**config.mk**
```make
export PLATFORM = sky130hd
export DESIGN_NAME = chaos_stream_cipher
export DESIGN_NICKNAME = d
export VERILOG_FILES = /design/src/rtl/chaos_pkg.sv /design/src/rtl/cs_lfsr.sv /design/src/rtl/cs_ctrl.sv /design/src/rtl/cs_map_core.sv /design/src/rtl/cs_pipe.sv /design/src/rtl/chaos_stream_cipher.sv
export SDC_FILE = /design/constraint.sdc
export NUM_CORES = 2
export LEC_CHECK = 0
export ABC_AREA = 1
export BUFFER_PORTS_ARGS = -buffer_cell sky130_fd_sc_hd__buf_2
export CAP_MARGIN = 10
export CORE_UTILIZATION = 35
export CTS_CLUSTER_DIAMETER = 40
export DETAILED_ROUTE_END_ITERATION = 10
export SLEW_MARGIN = 20
export SYNTH_ARGS = -nofsm -noshare
export SYNTH_HDL_FRONTEND = slang
export SYNTH_SLANG_ARGS = --single-unit
export TNS_END_PERCENT = 50
```
**constraint.sdc**
```tcl
create_clock -name clk -period 8.69 [get_ports clk]
set_input_delay 0.869 -clock clk [delete_from_list [all_inputs] [get_ports clk]]
set_output_delay 0.869 -clock clk [all_outputs]
set_load 0.1 [all_outputs]
```
**src/rtl/chaos_pkg.sv**
```systemverilog
// Shared widths, state encoding and the pipeline stage record.
// Assumes a 32-bit map state and byte-wide data.
package chaos_pkg;
    localparam int WORD_W = 32;
    localparam int BYTE_W = 8;
    localparam int MU_W   = 18;  // Q2.16 control factor
    localparam int MU_FRAC = 16;

    typedef enum logic [1:0] {
        PH_IDLE = 2'd0,
        PH_INIT = 2'd1,
        PH_RUN  = 2'd2
    } phase_t;

    typedef struct packed {
        logic              vld;
        logic [BYTE_W-1:0] dat;
        logic [WORD_W-1:0] ks;
    } stage_t;
endpackage

```
**src/rtl/cs_lfsr.sv**
```systemverilog
// Galois right-shift LFSR with zero-seed substitution.
// Assumes TAPS describes a maximal-length polynomial; ZERO_SUB is non-zero.
module cs_lfsr #(
    parameter int             W        = 32,
    parameter logic [W-1:0]   TAPS     = 32'h8020_0003,
    parameter logic [W-1:0]   ZERO_SUB = 32'hACE1_2B5D
) (
    input  logic         clk,
    input  logic         rst_n,
    input  logic         load,
    input  logic [W-1:0] load_val,
    input  logic         adv,
    output logic [W-1:0] state,
    output logic [W-1:0] nxt
);
    // One Galois step of the current state.
    always_comb begin
        nxt = {1'b0, state[W-1:1]} ^ (state[0] ? TAPS : '0);
    end

    // State register: load has priority over stepping.
    always_ff @(posedge clk) begin
        if (!rst_n) begin
            state <= ZERO_SUB;
        end else if (load) begin
            state <= (load_val == '0) ? ZERO_SUB : load_val;
        end else if (adv) begin
            state <= nxt;
        end
    end
endmodule

```
**src/rtl/cs_ctrl.sv**
```systemverilog
// Phase sequencer: idle, start-up (seeding generator runs), running.
// Assumes INIT_CYCLES >= 1; key_load overrides everything.
module cs_ctrl
    import chaos_pkg::*;
#(
    parameter int INIT_CYCLES = 4
) (
    input  logic   clk,
    input  logic   rst_n,
    input  logic   key_load,
    input  logic   start,
    output phase_t phase,
    output logic   seed_adv,
    output logic   init_done
);
    localparam int CW = (INIT_CYCLES > 1) ? $clog2(INIT_CYCLES) : 1;
    localparam logic [CW-1:0] LAST = CW'(INIT_CYCLES - 1);

    logic [CW-1:0] cnt;

    // Step the seeding generator during start-up; flag the last start-up cycle.
    always_comb begin
        seed_adv  = (phase == PH_INIT) && !key_load;
        init_done = seed_adv && (cnt == LAST);
    end

    // Phase and start-up counter.
    always_ff @(posedge clk) begin
        if (!rst_n) begin
            phase <= PH_IDLE;
            cnt   <= '0;
        end else if (key_load) begin
            phase <= PH_IDLE;
            cnt   <= '0;
        end else begin
            case (phase)
                PH_IDLE: begin
                    if (start) begin
                        phase <= PH_INIT;
                        cnt   <= '0;
                    end
                end
                PH_INIT: begin
                    if (cnt == LAST) begin
                        phase <= PH_RUN;
                    end else begin
                        cnt <= cnt + 1'b1;
                    end
                end
                default: phase <= phase;
            endcase
        end
    end
endmodule

```
**src/rtl/cs_map_core.sv**
```systemverilog
// Chaotic map iteration with control-factor perturbation, clamping,
// jam rounding, degeneracy reload, low-value offset and output whitening.
// Assumes PERT_W <= MU_W and W even; one iteration per accepted byte.
module cs_map_core
    import chaos_pkg::*;
#(
    parameter int              W         = WORD_W,
    parameter int              PERT_W    = 16,
    parameter logic [MU_W-1:0] MU_INIT   = 18'h1C000,
    parameter logic [MU_W-1:0] MU_MIN    = 18'h18000,
    parameter logic [MU_W-1:0] MU_MAX    = 18'h20000,
    parameter logic [W-1:0]    LOW_LIMIT = 32'h0001_0000,
    parameter logic [W-1:0]    OFFSET    = 32'h9E37_79B9
) (
    input  logic            clk,
    input  logic            rst_n,
    input  logic            load,
    input  logic [W-1:0]    key,
    input  logic            iter,
    input  logic [W-1:0]    r,
    output logic [W-1:0]    x_q,
    output logic [MU_W-1:0] mu_q,
    output logic [W-1:0]    ks
);
    localparam int PW = W + MU_FRAC;  // product width kept
    localparam int HW = W / 2;

    logic [MU_W-1:0] mu_mix, mu_p;
    logic [PW-1:0]   prod;
    logic [W-1:0]    x_raw, x_fix, reload_val;
    logic            degen;

    // Perturb the control factor and clamp it into its legal band.
    always_comb begin
        mu_mix = mu_q ^ {{(MU_W-PERT_W){1'b0}}, r[PERT_W-1:0]};
        if (mu_mix < MU_MIN)      mu_p = MU_MIN;
        else if (mu_mix > MU_MAX) mu_p = MU_MAX;
        else                      mu_p = mu_mix;
    end

    // Fractional product with jam rounding on the dropped bits.
    always_comb begin
        prod  = {{(PW-MU_W){1'b0}}, mu_p} * {{(PW-W){1'b0}}, x_q};
        x_raw = {prod[PW-1:MU_FRAC+1], prod[MU_FRAC] | (|prod[MU_FRAC-1:0])};
    end

    // Degeneracy and low-value correction, then whitening.
    always_comb begin
        degen      = (x_raw == '0) || (x_raw == '1);
        reload_val = {1'b0, r[W-2:1], 1'b1};
        if (degen)                  x_fix = reload_val;
        else if (x_raw < LOW_LIMIT) x_fix = x_raw + OFFSET;
        else                        x_fix = x_raw;
        ks = x_fix ^ {r[HW-1:0], r[W-1:HW]};
    end

    // Map state and control-factor registers.
    always_ff @(posedge clk) begin
        if (!rst_n) begin
            x_q  <= '0;
            mu_q <= MU_INIT;
        end else if (load) begin
            x_q  <= key;
            mu_q <= MU_INIT;
        end else if (iter) begin
            x_q  <= x_fix;
            mu_q <= mu_p;
        end
    end
endmodule

```
**src/rtl/cs_pipe.sv**
```systemverilog
// Fixed-length delay line carrying valid, ciphertext and keystream word.
// Assumes DEPTH >= 1; every stage loads every cycle.
module cs_pipe
    import chaos_pkg::*;
#(
    parameter int DEPTH = 8
) (
    input  logic   clk,
    input  logic   rst_n,
    input  stage_t din,
    output stage_t dout
);
    stage_t regs [DEPTH];

    generate
        for (genvar i = 0; i < DEPTH; i++) begin : g_stage
            if (i == 0) begin : g_head
                // First stage captures the freshly mixed byte.
                always_ff @(posedge clk) begin
                    if (!rst_n) regs[0] <= '0;
                    else        regs[0] <= din;
                end
            end else begin : g_body
                // Later stages shift the record one step.
                always_ff @(posedge clk) begin
                    if (!rst_n) regs[i] <= '0;
                    else        regs[i] <= regs[i-1];
                end
            end
        end
    endgenerate

    assign dout = regs[DEPTH-1];
endmodule

```
**src/rtl/chaos_stream_cipher.sv**
```systemverilog
// Top: byte stream cipher around a perturbed chaotic map.
// Assumes key_load dominates start and pt_valid in the same cycle.
module chaos_stream_cipher
    import chaos_pkg::*;
#(
    parameter int INIT_CYCLES = 4,
    parameter int PIPE_DEPTH  = 8,
    parameter int PERT_W      = 16
) (
    input  logic              clk,
    input  logic              rst_n,
    input  logic              key_load,
    input  logic [WORD_W-1:0] key_in,
    input  logic [WORD_W-1:0] seed_in,
    input  logic              start,
    input  logic              pt_valid,
    input  logic [BYTE_W-1:0] pt_byte,
    output logic              running,
    output logic              ct_valid,
    output logic [BYTE_W-1:0] ct_byte,
    output logic [WORD_W-1:0] ks_tap
);
    phase_t            phase;
    logic              seed_adv, init_done, acc;
    logic [WORD_W-1:0] seed_state, seed_nxt, run_state, run_nxt;
    logic [WORD_W-1:0] x_q, ks;
    logic [MU_W-1:0]   mu_q;
    stage_t            pin, pout;

    cs_ctrl #(.INIT_CYCLES(INIT_CYCLES)) u_ctrl (
        .clk(clk), .rst_n(rst_n), .key_load(key_load), .start(start),
        .phase(phase), .seed_adv(seed_adv), .init_done(init_done)
    );

    cs_lfsr #(.W(WORD_W)) u_seed_gen (
        .clk(clk), .rst_n(rst_n), .load(key_load), .load_val(seed_in),
        .adv(seed_adv), .state(seed_state), .nxt(seed_nxt)
    );

    cs_lfsr #(.W(WORD_W)) u_run_gen (
        .clk(clk), .rst_n(rst_n), .load(init_done), .load_val(seed_nxt),
        .adv(acc), .state(run_state), .nxt(run_nxt)
    );

    cs_map_core #(.W(WORD_W), .PERT_W(PERT_W)) u_core (
        .clk(clk), .rst_n(rst_n), .load(key_load), .key(key_in),
        .iter(acc), .r(run_state), .x_q(x_q), .mu_q(mu_q), .ks(ks)
    );

    // Acceptance and first-stage mixing of the plaintext byte.
    always_comb begin
        running = (phase == PH_RUN);
        acc     = running && pt_valid && !key_load;
        pin     = acc ? '{vld: 1'b1, dat: pt_byte ^ ks[BYTE_W-1:0], ks: ks} : '0;
    end

    cs_pipe #(.DEPTH(PIPE_DEPTH)) u_pipe (
        .clk(clk), .rst_n(rst_n), .din(pin), .dout(pout)
    );

    assign ct_valid = pout.vld;
    assign ct_byte  = pout.dat;
    assign ks_tap   = pout.ks;
endmodule

```
==> qor.yml <==
pwr:
  ir_drop_v: 0.000445
  p_leak_nw: 23.1
  p_clk_frac: 0.136
  p_seq_frac: 0.124
  p_sw_frac: 0.506
  p_sw_mw: 8.59
  power_frac_comb: 0.740
  power.density_mw_per_mm2: 408
  internal_power_mw: 8.37
run_status:
  status: "finished clean"
detailed_routing:
  ant_nets: 0
  route.vias.total: 30300
  vias_per_cell: 4.68
  wirelength_um: 112000
  firstDrtPassIters: 6
  wl_per_cell_um: 17.4
  drt_drc_violations_left: 0
  drt_iter0_drc: 2431
logic_synthesis:
  syn_area_mm2: 0.0356
  syn_area_per_cell_um2: 7.38
  synth-seq-area-share: 0.251
  syn-num-nets: 5495
  synth_cells: 4823
  async_reset_ff_frac: 0
  ys_ff_latch: 446
  synth_enable_flop_cells: 0
  ys_warn_count: 0
  synth.distinct_cells: 49
  ys.flop_type: "dfxtp_1"
worst_setup_path:
  reg2reg_from: "u_run_gen.state[3]"
  rr_endpoint: "u_core.x_q[13]"
  critical-path-slowest-cell: "fa_1"
  startpoint_type: "flop"
  startpoint: "u_run_gen.state[3]"
  rr_worst_depth: 46
  cp_max_fo: 21
  cp_common_cell: "nand2_1"
  endpoint: "u_core.x_q[13]"
  ff2ff_setup_slack_ns: 0.35
  path_class: "flop to flop"
  crit_required_ns: 9.18
  crit_arrival_ns: 8.83
  cpPeakStageDelay_ns: 0.56
  crit_path_end_kind: "flop"
job:
  maxCapViolCount: 0
layout:
  layout_common_cells: "nand2_1 (1389), inv_1 (1097), fa_1 (479)"
  drive_gt1_frac: 0.127
  area_delta_synth_final_pct: 16.6
  mostFrequentLayoutCell: "nand2_1"
  layout.nets: 5727
clock_tree:
  hold_buffers: 0
  cts_made_buffers: 54
  clk_latency_ns: 0.62
  cts_max_level: 2
  clkSinkCount: 446
  cts_tree: "yes"
  clockBufferDepth: 3
  clk_pin_slew_worst_paths_ns: 0.06
  cts_root_buf: "clkbuf_16"
global_routing:
  grt_use_total: 0.219
  grt_pass1_wl_um: 173000
  gr-total-overflow: 0
  antenna_found_initial: 2
  grt_max_degree: 115
  grt_pass1_vias: 29600
sta:
  finalSetupViolCount: 0
  setup_ws_ns: 0.353
  fin_crit_ns: 8.34
  period_share: 0.959
  maxSlewHeadroom: 0.312
  drv_slew: 0
  holdWs_ns: 0.379
  tightest_slew_ns: 1.03
  skew_ns: 0.0545
  hold_viol: 0
  rsz0062_at_grt: "yes"
  fmax_mhz: 120
floorplanning:
  initial_core_util: 0.354
  core_mm2: 0.100
  die_y_um: 321
  die_width_um: 321
  rows: 116
  die_area_mm2: 0.103
  pin_count: 119
placement:
  place_ws_ns: -0.185
  globalplace.congestion: 1.00
  hpwl_um: 90800
  port-buffer-count: 118
worst_hold_path:
  hp-class: "flop to flop"
-- power groups by stage --
| stage | Combinational [mW] | Sequential (mW) | Clock, mW |
|---|---|---|---|
| 6_report | 12.5 | 2.10 | 2.31 |
| 5_1_grt | 13.8 | 2.10 | 2.45 |
| 3_5_place_dp | 11.8 | 2.14 | 0 |
| 4_1_cts | 11.9 | 2.10 | 2.36 |
| 2_1_floorplan | 6.71 | 2.12 | 0 |
| 3_3_place_gp | 11.8 | 2.14 | 0 |
-- registers in the layout (all words and copies together) (netlist names) --
name	flops
u_core.mu_q	18
u_core.x_q	32
u_ctrl.cnt	2
u_ctrl.phase	2
u_pipe.regs	328
u_run_gen.state	32
u_seed_gen.state	32
-- routing by layer --
metal	track usage	up-vias	wire length, um
li1	-	14500	-
met2	0.355	1023	50700
met1	0.304	14500	50300
met5	0	-	12
met3	0.0245	205	7370
met4	0.0691	2	4040
-- cells in the mapped netlist (2+ instances only) --
master     count  area (um^2)
a22oi_1        2         15.0
nor2_2         4         25.0
fa_1         479         9590
o311ai_0       4         35.0
o2111ai_1      6         52.6
xor2_1        21          184
nand2_2        9         56.3
a21oi_2        3         26.3
o211ai_1      10         75.1
nand3_1      132          661
a21boi_0       5         37.5
nor4_1        15         93.8
a21oi_1      110          551
a221oi_1       6         52.6
inv_1       1102         4140
ha_1         116         1450
inv_2         16         60.1
a21o_1         2         15.0
nand3b_1       5         37.5
o31ai_1        2         15.0
nor2_1       425         1600
dfxtp_1      446         8930
buf_1         16         60.1
o21ai_1       17         85.1
o21bai_1       5         37.5
nor2_4         2         22.5
xnor2_1       12          105
o21a_1         2         15.0
nand2_1     1420         5330
clkbuf_1     156          586
buf_2          4         20.0
clkinv_1      23         86.3
buf_4         41          308
o221ai_1       3         26.3
nor3_1        16         80.1
a31oi_1       34          213
o21ai_0       99          495
o21ai_2        9         78.8
nand4_1       28          175
nand3_2        4         40.0
buf_6          4         45.0
-- stage by stage --
step                      cells  TNS, ns  power [mW]  instance area [um^2]  utilization
after floorplan            4823        0        8.83                 35600            -
after global placement     6347   -0.386        13.9                 39200        0.390
after detailed placement   6347   -0.725        14.0                 39200        0.390
after CTS                  6448        0        16.4                 41100        0.409
after global routing       6458  -0.0648        18.3                 41500        0.413
final                      6458        0        17.0                 41500        0.413
-- how the worst min path moves through the flow --
stage                                      to  cells after the start  slack (ns)                start
after floorplan           u_pipe.regs[0][100]                      2        0.39   u_pipe.regs[0][59]
after global placement    u_pipe.regs[1][163]                      2        0.39  u_pipe.regs[1][122]
after detailed placement   u_pipe.regs[0][78]                      2        0.39   u_pipe.regs[0][37]
after CTS                  u_pipe.regs[0][79]                      2        0.36   u_pipe.regs[0][38]
after global routing       u_pipe.regs[1][41]                      2        0.42    u_pipe.regs[1][0]
final                      u_pipe.regs[0][79]                      2        0.38   u_pipe.regs[0][38]
-- logic make-up (layout without fill, tap and decap cells) --
kind of cell / after synthesis / count (layout) / share of synthesized area
AOI/OAI and AO/OA: 321 / 321 / 0.0518
xor gates and xnor gates: 35 / 35 / 0.00903
adders and majority gates: 595 / 595 / 0.310
buffers and inverters: 1362 / 1639 / 0.149
DFF: 446 / 446 / 0.251
other: 0 / 1 / 0
and+or+nand+nor: 2064 / 2064 / 0.229
-- critical path: cells and delay by family, from the launching register on --
family / cells / cell delay, ns
DFF: 1 / 0.36
adders and majority gates: 7 / 3.35
AOI/OAI and AO/OA: 1 / 0.06
and+or+nand+nor: 24 / 2.82
buffers and inverters: 14 / 1.55
-- layout make-up --
cell class	count	area, um^2
diodes	1	2.50
clock buffers	68	1470
clock inverters	33	410
fillers	10500	58900
inverters	1141	4290
multi-input cells	3015	21700
flip-flops and latches	446	8930
well taps	1357	1700
repair buffers	397	2990
-- timing repair --
item / in CTS / in global routing
gates resized for setup: 6 / 111
pin swaps: 0 / 10
setup endpoints to repair: 29 / 72
gates cloned: 0 / 1
buffers inserted: 0 / 8
Power figures use the tool's default switching activity.
